[src/rtl/wdt_pkg.sv]
package wdt_pkg;

  typedef enum logic [1:0] {
    PER_LONG  = 2'b00,
    PER_MID   = 2'b01,
    PER_SHORT = 2'b10,
    PER_OFF   = 2'b11
  } perCode_t;

  // strobes from control to the counter datapath
  typedef struct packed {
    logic clr;
    logic inc;
  } cntStrobe_t;

endpackage

[src/rtl/sel_watchdog_dp.sv]
module sel_watchdog_dp
  import wdt_pkg::*;
#(
  parameter int TICKS_LONG  = 1400,
  parameter int TICKS_MID   = 200,
  parameter int TICKS_SHORT = 25
) (
  input  logic       clk,
  input  logic       sysRst,
  input  cntStrobe_t strobe,
  input  logic [1:0] periodCode,
  output logic       atLimit
);

  localparam int CNT_W = $clog2(TICKS_LONG + 1);
  localparam logic [CNT_W-1:0] LAST_LONG  = CNT_W'(TICKS_LONG - 1);
  localparam logic [CNT_W-1:0] LAST_MID   = CNT_W'(TICKS_MID - 1);
  localparam logic [CNT_W-1:0] LAST_SHORT = CNT_W'(TICKS_SHORT - 1);

  logic [CNT_W-1:0] cnt;
  logic [CNT_W-1:0] lastIdx;

  always_comb begin
    case (perCode_t'(periodCode))
      PER_LONG:  lastIdx = LAST_LONG;
      PER_MID:   lastIdx = LAST_MID;
      PER_SHORT: lastIdx = LAST_SHORT;
      default:   lastIdx = '1;
    endcase
  end

  assign atLimit = (cnt == lastIdx);

  always_ff @(posedge clk) begin
    if (sysRst)          cnt <= '0;
    else if (strobe.clr) cnt <= '0;
    else if (strobe.inc) cnt <= cnt + 1'b1;
  end


  rst_clears_cnt_chk: assert property (@(posedge clk) sysRst |=> (cnt == '0));


  clr_empties_cnt_chk: assert property (@(posedge clk) disable iff (sysRst)
    strobe.clr |=> (cnt == '0));


  idle_holds_cnt_chk: assert property (@(posedge clk) disable iff (sysRst)
    (!strobe.clr && !strobe.inc) |=> $stable(cnt));


  cnt_bound_chk: assert property (@(posedge clk) disable iff (sysRst)
    cnt < CNT_W'(TICKS_LONG));

endmodule

[src/rtl/sel_watchdog_ctrl.sv]
module sel_watchdog_ctrl
  import wdt_pkg::*;
(
  input  logic       clk,
  input  logic       sysRst,
  input  logic       tick,
  input  logic       kick,
  input  logic [1:0] periodCode,
  input  logic       atLimit,
  output cntStrobe_t strobe,
  output logic       wdOut,
  output logic       faultPulse
);

  logic [1:0] prevCode;
  logic       disabled;
  logic       codeChg;
  logic       expire;

  assign disabled = (perCode_t'(periodCode) == PER_OFF);
  assign codeChg  = (periodCode != prevCode);
  assign expire   = tick && atLimit && !disabled && !codeChg && !kick && !wdOut;

  always_comb begin
    strobe.clr = kick || codeChg || disabled || expire || wdOut;
    strobe.inc = tick && !strobe.clr;
  end

  always_ff @(posedge clk) begin
    prevCode <= periodCode;
    if (sysRst) begin
      wdOut      <= 1'b0;
      faultPulse <= 1'b0;
    end else begin
      faultPulse <= expire;
      if (kick || disabled) wdOut <= 1'b0;
      else if (expire)      wdOut <= 1'b1;
    end
  end


  rst_quiet_chk: assert property (@(posedge clk) sysRst |=> (!wdOut && !faultPulse));


  single_pulse_chk: assert property (@(posedge clk) disable iff (sysRst)
    faultPulse |=> !faultPulse);


  pulse_with_rise_chk: assert property (@(posedge clk) disable iff (sysRst)
    $rose(wdOut) |-> faultPulse);


  off_silent_chk: assert property (@(posedge clk) disable iff (sysRst)
    disabled |=> (!wdOut && !faultPulse));


  kick_clears_chk: assert property (@(posedge clk) disable iff (sysRst)
    kick |=> !wdOut);


  hold_chk: assert property (@(posedge clk) disable iff (sysRst)
    (wdOut && !kick && !disabled) |=> wdOut);

endmodule

[src/rtl/sel_watchdog.sv]
module sel_watchdog
  import wdt_pkg::*;
#(
  parameter int TICKS_LONG  = 1400,
  parameter int TICKS_MID   = 200,
  parameter int TICKS_SHORT = 25
) (
  input  logic       clk,
  input  logic       sysRst,
  input  logic       tick,
  input  logic       kick,
  input  logic [1:0] periodCode,
  output logic       wdOut,
  output logic       faultPulse
);

  cntStrobe_t strobe;
  logic       atLimit;

  sel_watchdog_ctrl u_ctrl (
    .clk        (clk),
    .sysRst     (sysRst),
    .tick       (tick),
    .kick       (kick),
    .periodCode (periodCode),
    .atLimit    (atLimit),
    .strobe     (strobe),
    .wdOut      (wdOut),
    .faultPulse (faultPulse)
  );

  sel_watchdog_dp #(
    .TICKS_LONG  (TICKS_LONG),
    .TICKS_MID   (TICKS_MID),
    .TICKS_SHORT (TICKS_SHORT)
  ) u_dp (
    .clk        (clk),
    .sysRst     (sysRst),
    .strobe     (strobe),
    .periodCode (periodCode),
    .atLimit    (atLimit)
  );

endmodule

[config.mk]
export PLATFORM = sky130hd
export DESIGN_NAME = sel_watchdog
export DESIGN_NICKNAME = d
export VERILOG_FILES = /design/src/rtl/wdt_pkg.sv /design/src/rtl/sel_watchdog_dp.sv /design/src/rtl/sel_watchdog_ctrl.sv /design/src/rtl/sel_watchdog.sv
export SDC_FILE = /design/constraint.sdc
export NUM_CORES = 1
export LEC_CHECK = 0
export CORE_MARGIN = 2
export CORE_UTILIZATION = 26
export DETAILED_ROUTE_END_ITERATION = 10
export GPL_ROUTABILITY_DRIVEN = 0
export GPL_TIMING_DRIVEN = 0
export SKIP_CTS_REPAIR_TIMING = 1
export SLEW_MARGIN = 20
export SYNTH_ARGS = -nofsm -noshare
export SYNTH_HDL_FRONTEND = slang
export SYNTH_HIERARCHICAL = 1
export SYNTH_SLANG_ARGS = --single-unit
[constraint.sdc]
create_clock -name clk -period 2.55 [get_ports clk]
set_input_delay 0.765 -clock clk [delete_from_list [all_inputs] [get_ports clk]]
set_output_delay 0.765 -clock clk [all_outputs]
set_load 0.005 [all_outputs]
**Word level (Yosys, flattened, before mapping)**

Index checks and enable logic that the tools add are counted.

- Register bits: 15
- Input bits: 6
- Output and inout port bits: 2

- Muxes and demuxes: 1
- Equality and inequality tests: 5
- Reduce and logical (&&, ||, !) cells: 19
- Add/sub/neg operators: 1

Operators with widths:

| kind | count |
|---|---|
| $pmux 11 s3 | 1 |
| $add 11x1->11 const B | 1 |
| $eq 11x11->1 | 1 |
| $logic_and 1x1->1 | 6 |
| $logic_not 1->1 | 5 |
| $logic_or 1x1->1 | 5 |
| $eq 2x2->1 const B | 2 |
| $reduce_or 2->1 | 2 |
| $eq 2x1->1 const B | 1 |
| $logic_not 2->1 | 1 |
| $ne 2x2->1 | 1 |

**Longest topological paths before layout**

Gate-level depths: netlist of run 1.

- Word-level depth: 12
- Depth in mapped cells: 10
- Mapped depth without buffers: 9

**Cells and area by module**

Netlist of run 1, hierarchy kept.

By module, submodules not included:

| module | area an instance (um^2) | times used | cells each |
|---|---|---|---|
| sel_watchdog_dp | 649.4 | 1 | 73 |
| sel_watchdog_ctrl | 172.7 | 1 | 17 |

**Least setup slack after synthesis of run 1**

No wires, ideal clock.

- Path type: in2reg
- From: input periodCode[0]
- To: register u_dp.cnt[0]
- Path buffers: 1
- Library setup time: 128 ps
- Arrival: 2614 ps
- Setup slack: -191 ps
- Stages on the path: 9
- Cells stage by stage: inv_1 -> ha_1 -> or4_1 -> a2111oi_2 -> nand2_1 -> or3b_1 -> or2_2 -> clkbuf_1 -> nor2_1

RTL lines:

| what | RTL line | text |
|---|---|---|
| start: declaration | sel_watchdog.sv:12 | `input logic [1:0] periodCode,` |
| end signal: assignment | sel_watchdog_dp.sv:37 | `else if (strobe.inc) cnt <= cnt + 1'b1;` |
| end: declaration | sel_watchdog_dp.sv:20 | `logic [CNT_W-1:0] cnt;` |

==> impl_results.md, run 1 <==
* Status: complete, no violations
* Antenna viol nets, final at 0
* First-pass GRT wire length at 2900 um
* DRC Markers at 0
* Most frequent cells in the layout: 15 x dfxtp_1, 8 x a21oi_1, 6 x nor2_1
* Tot GR Track Use at 10.6%
* Cell Count, Final, Fillers Out at 149
* IO buf count at 7
* Inst Count DP at 141
* Fin crit share at 97.6%
* Worst-Margin Slew at 0.352 ns
* Hold_ws at 0.483 ns
* Reg area at 300 um^2
* Syn-to-layout area delta at 38.8%
* Total core area at 3030 um^2
* Power Density at 375 nW/um^2
* IR drop worst, VDD at 188 uV
* Worst skew pair latency at 0.28 ns
* Top post-synthesis cells by area: dfxtp_1 37%, ha_1 7.6%, xnor2_1 5.3%
* Die Y at between 60 and 70 um
* Final Setup Violations at 0
* Post-route setup slack at around 0.062 ns
* Dpl hpwl at 1210 um
* Post-Syn Area at about 820 um^2
* H-tree depth at 1
* CP max FO at 8
* Num CTS Buffers at 3
* Largest net degree at the start of global routing at 11
* Yosys cell types at 30
* TritonRoute pass-1 iters at 4
* HP Class: register to register
* #FFs+latches synth at 15
* Starting Density at a little over a quarter
* Final net count at about 120
* Area of the multi-input gates at 596 um^2
* CTS tree: yes
* Final Hold Viols at 0
* Row count at 20
* Vias at 696
* Worst-path clk slew at 0.09 ns
* CTS Sinks at 15
* Syn Inst Count at 90
* Crit path DAT at ~2.7 ns
* Clk_skew at 0.000555 ns
* I/O pins at 8
* Post-Route WL at about 1700 um
* Commonest non-fill, non-tap cell in the layout: dfxtp_1
* Top cell type by total area after synthesis: dfxtp_1
* Remaining global-route overflow at 0
* Initial antenna violation count at 0
* Worst slack, placed at -0.910 ns
* Rel. slew slack at about three quarters
* Syn Nets at 101
* P_leak at 0.364 nW
* Layout cells sized above 1 at between 20% and 30%
* Antenna diodes at 0
* Max Root-Sink Buffers at 2
* Drt via density at 4.67
* Endpoint type of the worst setup path: register
* Die footprint at 3630 um^2
* Root Driver: clkbuf_4
* F_max at around 400 MHz
* Max-cap violation count at 0
* Fin area at about 1100 um^2
* Yosys top cell area share at 36.5%
* Setup tns final at 0 ns
* Ys Warns at 6
* Seq/Total Area, Yosys at around 37%
* Fillers at 301
* Crit path time final at between 2 and 2.5 ns
* Total power at 0.427 mW
* Area after DPL at 995 um^2
* Worst setup path category: input pin to register
* CP Launch Type: input pin
* 1st-iter DRT viols at 12
* Per-cell routed wire length at 11.4 um
* Vias in the first global route at 681
* Slew Limit Fails at 0
* Final core occ at 37.7%
* Syn_area_per_cell at slightly above 9 um^2
* Die Wd at 60.2 um
* Critical Path RT at around 2.8 ns
per-layer routing:
metal	up-vias	GRT usage, %	share of wire [%]
met3	4	1.95	1.2
met2	3	17.2	50
met5	-	0	0
li1	360	-	-
met1	329	12.8	47
met4	0	6.67	1.6
layout make-up:
cell class,count,area share [%]
plain buffers,3,2.08
clock buffers,4,2.30
inverters,5,1.86
multi-input cells,67,52.2
flip-flops and latches,15,26.3
well taps,44,4.82
repair buffers,11,10.4
worst paths after layout:
check | from | end | slack [ns] | cells past startpoint
worst max-delay path | periodCode[0] | u_dp/cnt[9] | 0.06 | 11
worst min-delay path | u_ctrl/wdOut | u_ctrl/wdOut | 0.48 | 2
worst max register to register | u_dp/cnt[2] | u_dp/cnt[9] | 0.30 | 8
worst min register to register | u_ctrl/wdOut | u_ctrl/wdOut | 0.48 | 2
cell usage after synthesis:
cell type  instances
a2111o_1           1
or3_1              1
xnor2_1            5
xor2_1             5
ha_1               5
a41oi_1            1
o31ai_1            4
mux2i_1            1
or3b_1             1
a2111oi_2          1
or2_2              2
or4_1              5
nand2_1            4
nand3_1            2
o21ai_0            2
buf_2              1
nand4_2            1
nor4b_1            1
clkbuf_2           1
nand4_1            4
or3_2              1
a21oi_1            8
nor2_1             7
nand3_2            1
inv_1              5
dfxtp_1           15
clkbuf_1           1
a21oi_2            1
and4bb_1           1
nor4_1             2
cell families (layout without fill, tap and decap cells):
kind of cell,after synthesis,count (layout),synth area share (%)
AO/OA/AOI/OAI,18,18,15.1
XOR/XNOR,10,10,10.7
adder cells (fa/ha/maj),5,5,7.61
buffers and inverters,8,23,3.96
flip-flops,15,15,36.5
multiplexers,1,1,1.22
AND/OR/NAND/NOR,33,33,25.0
report_power, final:
part           switching [mW]  internal [mW]
Combinational          0.0240         0.0290
Clock                  0.0769         0.0608
Sequential           0.000910          0.236
Total                   0.102          0.326
worst max-delay path: stages:
cell	delay [ns]
buf_8	0.12
inv_4	0.07
ha_4	0.19
or4_4	0.42
a2111oi_4	0.44
nor4b_2	0.10
buf_4	0.18
nand4_4	0.11
buf_6	0.11
o31ai_1	0.06
a21oi_1	0.13
state kept, by name (all words and copies together) (netlist names):
register and count:
u_ctrl/prevCode 2, u_ctrl/faultPulse 1, u_dp/cnt 11, u_ctrl/wdOut 1
(Power assumes the default switching activity.)
==> inputs of run 2 (changes only) <==
--- a/config.mk
+++ b/config.mk
@@ -10,6 +10,7 @@
 export DETAILED_ROUTE_END_ITERATION = 10
 export GPL_ROUTABILITY_DRIVEN = 0
 export GPL_TIMING_DRIVEN = 0
+export HOLD_SLACK_MARGIN = 0.12
 export SKIP_CTS_REPAIR_TIMING = 1
 export SLEW_MARGIN = 20
 export SYNTH_ARGS = -nofsm -noshare
==> results of run 2 <==
Same layout as run 1: the final DEF is identical, and so are final timing and power.
==> inputs of run 3 (changes only) <==
--- a/config.mk
+++ b/config.mk
@@ -15,5 +15,4 @@
 export SLEW_MARGIN = 20
 export SYNTH_ARGS = -nofsm -noshare
 export SYNTH_HDL_FRONTEND = slang
-export SYNTH_HIERARCHICAL = 1
 export SYNTH_SLANG_ARGS = --single-unit
==> run 3 against run 2 <==
Combinational power decreased by 28%. Fmax increased by 11%. Critical path depth decreased by 6. Core utilization decreased by 5.3 points. Clock power about the same. Via count decreased by 6.0%. First-iteration DRC count increased to 3.7 times the previous value. Sequential power about the same. Area after synthesis increased by 1.1%. Critical path type unchanged. Largest power group unchanged.
==> impl_results.md, run 3 <==
* Status: complete, no violations (unchanged)
* Worst-path clk slew at 0.09 ns (about the same)
* CTS tree: yes (unchanged)
* H-tree depth at 1 (unchanged)
* Count leader, synth: dfxtp_1 (unchanged)
* Top cell type by total area after synthesis: dfxtp_1 (unchanged)
* Worst skew pair latency at 0.28 ns (about the same)
* Syn Inst Count at 86 (was 90)
* Die Y at 60.5 um (was 60.2 um)
* Yosys top cell area share at 36.1% (was 36.5%)
* Endpoint type of the worst setup path: register (unchanged)
* IO buf count at 7 (unchanged)
* Clock power share at 33.7% (was 32.2%)
* Vias in the first global route at 600 (was 681)
* Worst setup path category: input pin to register (unchanged)
* CP Launch Type: input pin (unchanged)
* CTS Sinks at 15 (unchanged)
* Sw power at 0.0985 mW (was 0.102 mW)
* Vias at 654 (was 696)
* Max-cap violation count at 0 (unchanged)
* Most frequent cells in the layout: 15 x dfxtp_1, 10 x nor3_1, 9 x xor2_1 (was 15 x dfxtp_1, 8 x a21oi_1, 6 x nor2_1)
* Critical Path RT at 2.75 ns (was 2.77 ns)
* Antenna diodes at 0 (unchanged)
* Die footprint at 3660 um^2 (was 3630 um^2)
* Area after DPL at 956 um^2 (was 995 um^2)
* TritonRoute pass-1 iters at 4 (unchanged)
* Synth top cells by count: 15 x dfxtp_1, 10 x nor3_1, 9 x xor2_1 (was 15 x dfxtp_1, 8 x a21oi_1, 7 x nor2_1)
* Reg power frac at 57.2% (was 55.4%)
* Total power at 0.415 mW (was 0.427 mW)
* Syn_area_per_cell at 9.66 um^2 (was 9.13 um^2)
* Cell family with most CP delay: simple AND/OR/NAND/NOR gates (unchanged)
* FFs w/ async S/R, synth at 0% (unchanged)
* Syn-to-layout area delta at 18.8% (was 38.8%)
* Top post-synthesis cells by area: dfxtp_1 36%, xor2_1 9.5%, ha_1 7.5% (was dfxtp_1 37%, ha_1 7.6%, xnor2_1 5.3%)
* F_max at 445 MHz (was 402 MHz)
* Fin area at 987 um^2 (was 1140 um^2)
* Post-Route WL at 1560 um (was 1700 um)
* Gate power share at 9.2% (was 12.4%)
* Clk_skew at 0.00303 ns (was 0.000555 ns)
* Fin crit share at 88.2% (was 97.6%)
* HP Class: register to register (unchanged)
* Main synth FF type: dfxtp_1 (unchanged)
* R2r worst-path depth at 5 (was 8)
* Crit path time final at 2.25 ns (was 2.49 ns)
* Die Wd at 60.5 um (was 60.2 um)
* Dpl hpwl at 1180 um (was 1210 um)
* Worst-Margin Slew at 0.264 ns (was 0.352 ns)
* Ys Warns at 0 (was 6)
* Initial antenna violation count at 0 (unchanged)
* Remaining global-route overflow at 0 (unchanged)
* WHS Path Cells at 2 (unchanged)
* Max reg flops at 11 (unchanged)
* Hold_ws at 0.481 ns (was 0.483 ns)
* DRC Markers at 0 (unchanged)
* 1st-iter DRT viols at 44 (was 12)
* Final Hold Viols at 0 (unchanged)
* Top reg by flops: u_dp.cnt (was u_dp/cnt)
* P_leak at 0.365 nW (was 0.364 nW)
* Power Density at 421 nW/um^2 (was 375 nW/um^2)
* Crit path DAT at 2.45 ns (was 2.71 ns)
* Rel. slew slack at 82.3% (was 76.5%)
* Syn Nets at 97 (was 101)
* Drt via density at 4.64 (was 4.67)
* Root Driver: clkbuf_4 (unchanged)
* Largest net degree at the start of global routing at 11 (unchanged)
* Starting Density at 27.2% (was 27.1%)
* Row count at 20 (unchanged)
* Post-synth EDFFs at 0 (unchanged)
* Post-Syn Area at 831 um^2 (was 822 um^2)
* Largest regs: u_dp.cnt: 11 flops, u_ctrl.prevCode: 2 flops (was u_dp/cnt: 11 flops, u_ctrl/prevCode: 2 flops)
* Worst-path cell chain: clkdlybuf4s50_1 -> nand4_1 -> nand4b_1 -> or3_1 -> a211oi_1 (was buf_8 -> inv_4 -> ha_4 -> or4_4 -> a2111oi_4 -> nor4b_2 -> buf_4 -> nand4_4 -> buf_6 -> o31ai_1 -> a21oi_1)
* IR drop worst, VDD at 114 uV (was 188 uV)
* I/O pins at 8 (unchanged)
* First-pass GRT wire length at 2660 um (was 2900 um)
* Worst path max stage delay at 0.62 ns (was 0.44 ns)
* Max Root-Sink Buffers at 2 (unchanged)
* Final Setup Violations at 0 (unchanged)
* Fraction of power spent switching nets at 23.7% (was 23.8%)
* Antenna viol nets, final at 0 (unchanged)
* Levels on crit path at 5 (was 11)
* Per-cell routed wire length at 11.1 um (was 11.4 um)
* Commonest non-fill, non-tap cell in the layout: dfxtp_1 (unchanged)
* #FFs+latches synth at 15 (unchanged)
* Final net count at 109 (was 117)
* CP Buf/Inv Count at 1 (was 4)
* Internal Power at 0.317 mW (was 0.326 mW)
* Tot GR Track Use at 9.74% (was 10.6%)
* CP max stage cell: clkdlybuf4s50_1 (was a2111oi_4)
* Num CTS Buffers at 3 (unchanged)
* CP max FO at 6 (was 8)
* Seq/Total Area, Yosys at 36.1% (was 36.5%)
* Setup tns final at 0 ns (unchanged)
* Slew Limit Fails at 0 (unchanged)
* Layout cells sized above 1 at 12.4% (was 29.5%)
* Yosys cell types at 31 (was 30)
* RSZ-0062 raised after global routing: false
* Total core area at 3050 um^2 (was 3030 um^2)
-- run 3: logic make-up after synthesis --
| kind of cell | after synthesis | synth area share [%] |
|---|---|---|
| compound gates | 7 | 6.17 |
| xor+xnor | 14 | 14.8 |
| fa+ha+maj | 5 | 7.53 |
| buf+inv | 6 | 4.67 |
| flops | 15 | 36.1 |
| mux | 1 | 1.20 |
| simple gates | 38 | 29.5 |
-- run 3: power groups by stage --
| stage | Sequential, mW | Combinational [mW] | Clock, mW |
|---|---|---|---|
| final | 0.237 | 0.0380 | 0.140 |
| after global routing | 0.238 | 0.0428 | 0.156 |
| after CTS | 0.237 | 0.0387 | 0.142 |
| after detailed placement | 0.243 | 0.0386 | 0 |
| after global placement | 0.243 | 0.0376 | 0 |
| after floorplan | 0.243 | 0.0230 | 0 |
-- run 3: stage by stage --
stage / utilization [%] / setup WS (ns) / std cells
2_1_floorplan: - / 0.452 / 86
3_3_place_gp: 31.3 / -0.288 / 137
3_5_place_dp: 31.3 / -0.307 / 137
4_1_cts: 32.2 / 0.00295 / 141
5_1_grt: 32.3 / 0.145 / 141
6_report: 32.3 / 0.301 / 141
-- run 3: path summary, 6_finish.rpt --
check / startpoint / endpoint / slack [ns]
max: tick / u_dp.cnt[5] / 0.30
min: u_ctrl.wdOut / u_ctrl.wdOut / 0.48
max reg2reg: u_dp.cnt[0] / u_dp.cnt[6] / 0.97
min reg2reg: u_ctrl.wdOut / u_ctrl.wdOut / 0.48
-- run 3: per-layer routing --
layer / track usage [%] / up-vias / part of all wire, %
met5: 0 / - / 0
met4: 4.66 / 0 / 1.2
met3: 1.92 / 2 / 4.0
met2: 14.9 / 15 / 48
met1: 13.2 / 303 / 47
li1: - / 334 / -
-- run 3: tightest hold or removal path, delay by kind of cell, from the launching register on --
| family | cells | cell delay (ns) |
|---|---|---|
| flip-flops | 1 | 0.34 |
| buffers and inverters | 1 | 0.06 |
| AO/OA/AOI/OAI | 1 | 0.05 |
-- run 3: final cells by class --
type / instances / area [um^2]
plain buffers: 3 / 27.5
clock buffers: 4 / 26.3
fillers: 322 / 2070
inverters: 3 / 11.3
multi-input cells: 65 / 492
flip-flops and latches: 15 / 300
well taps: 44 / 55.1
repair buffers: 7 / 75.1
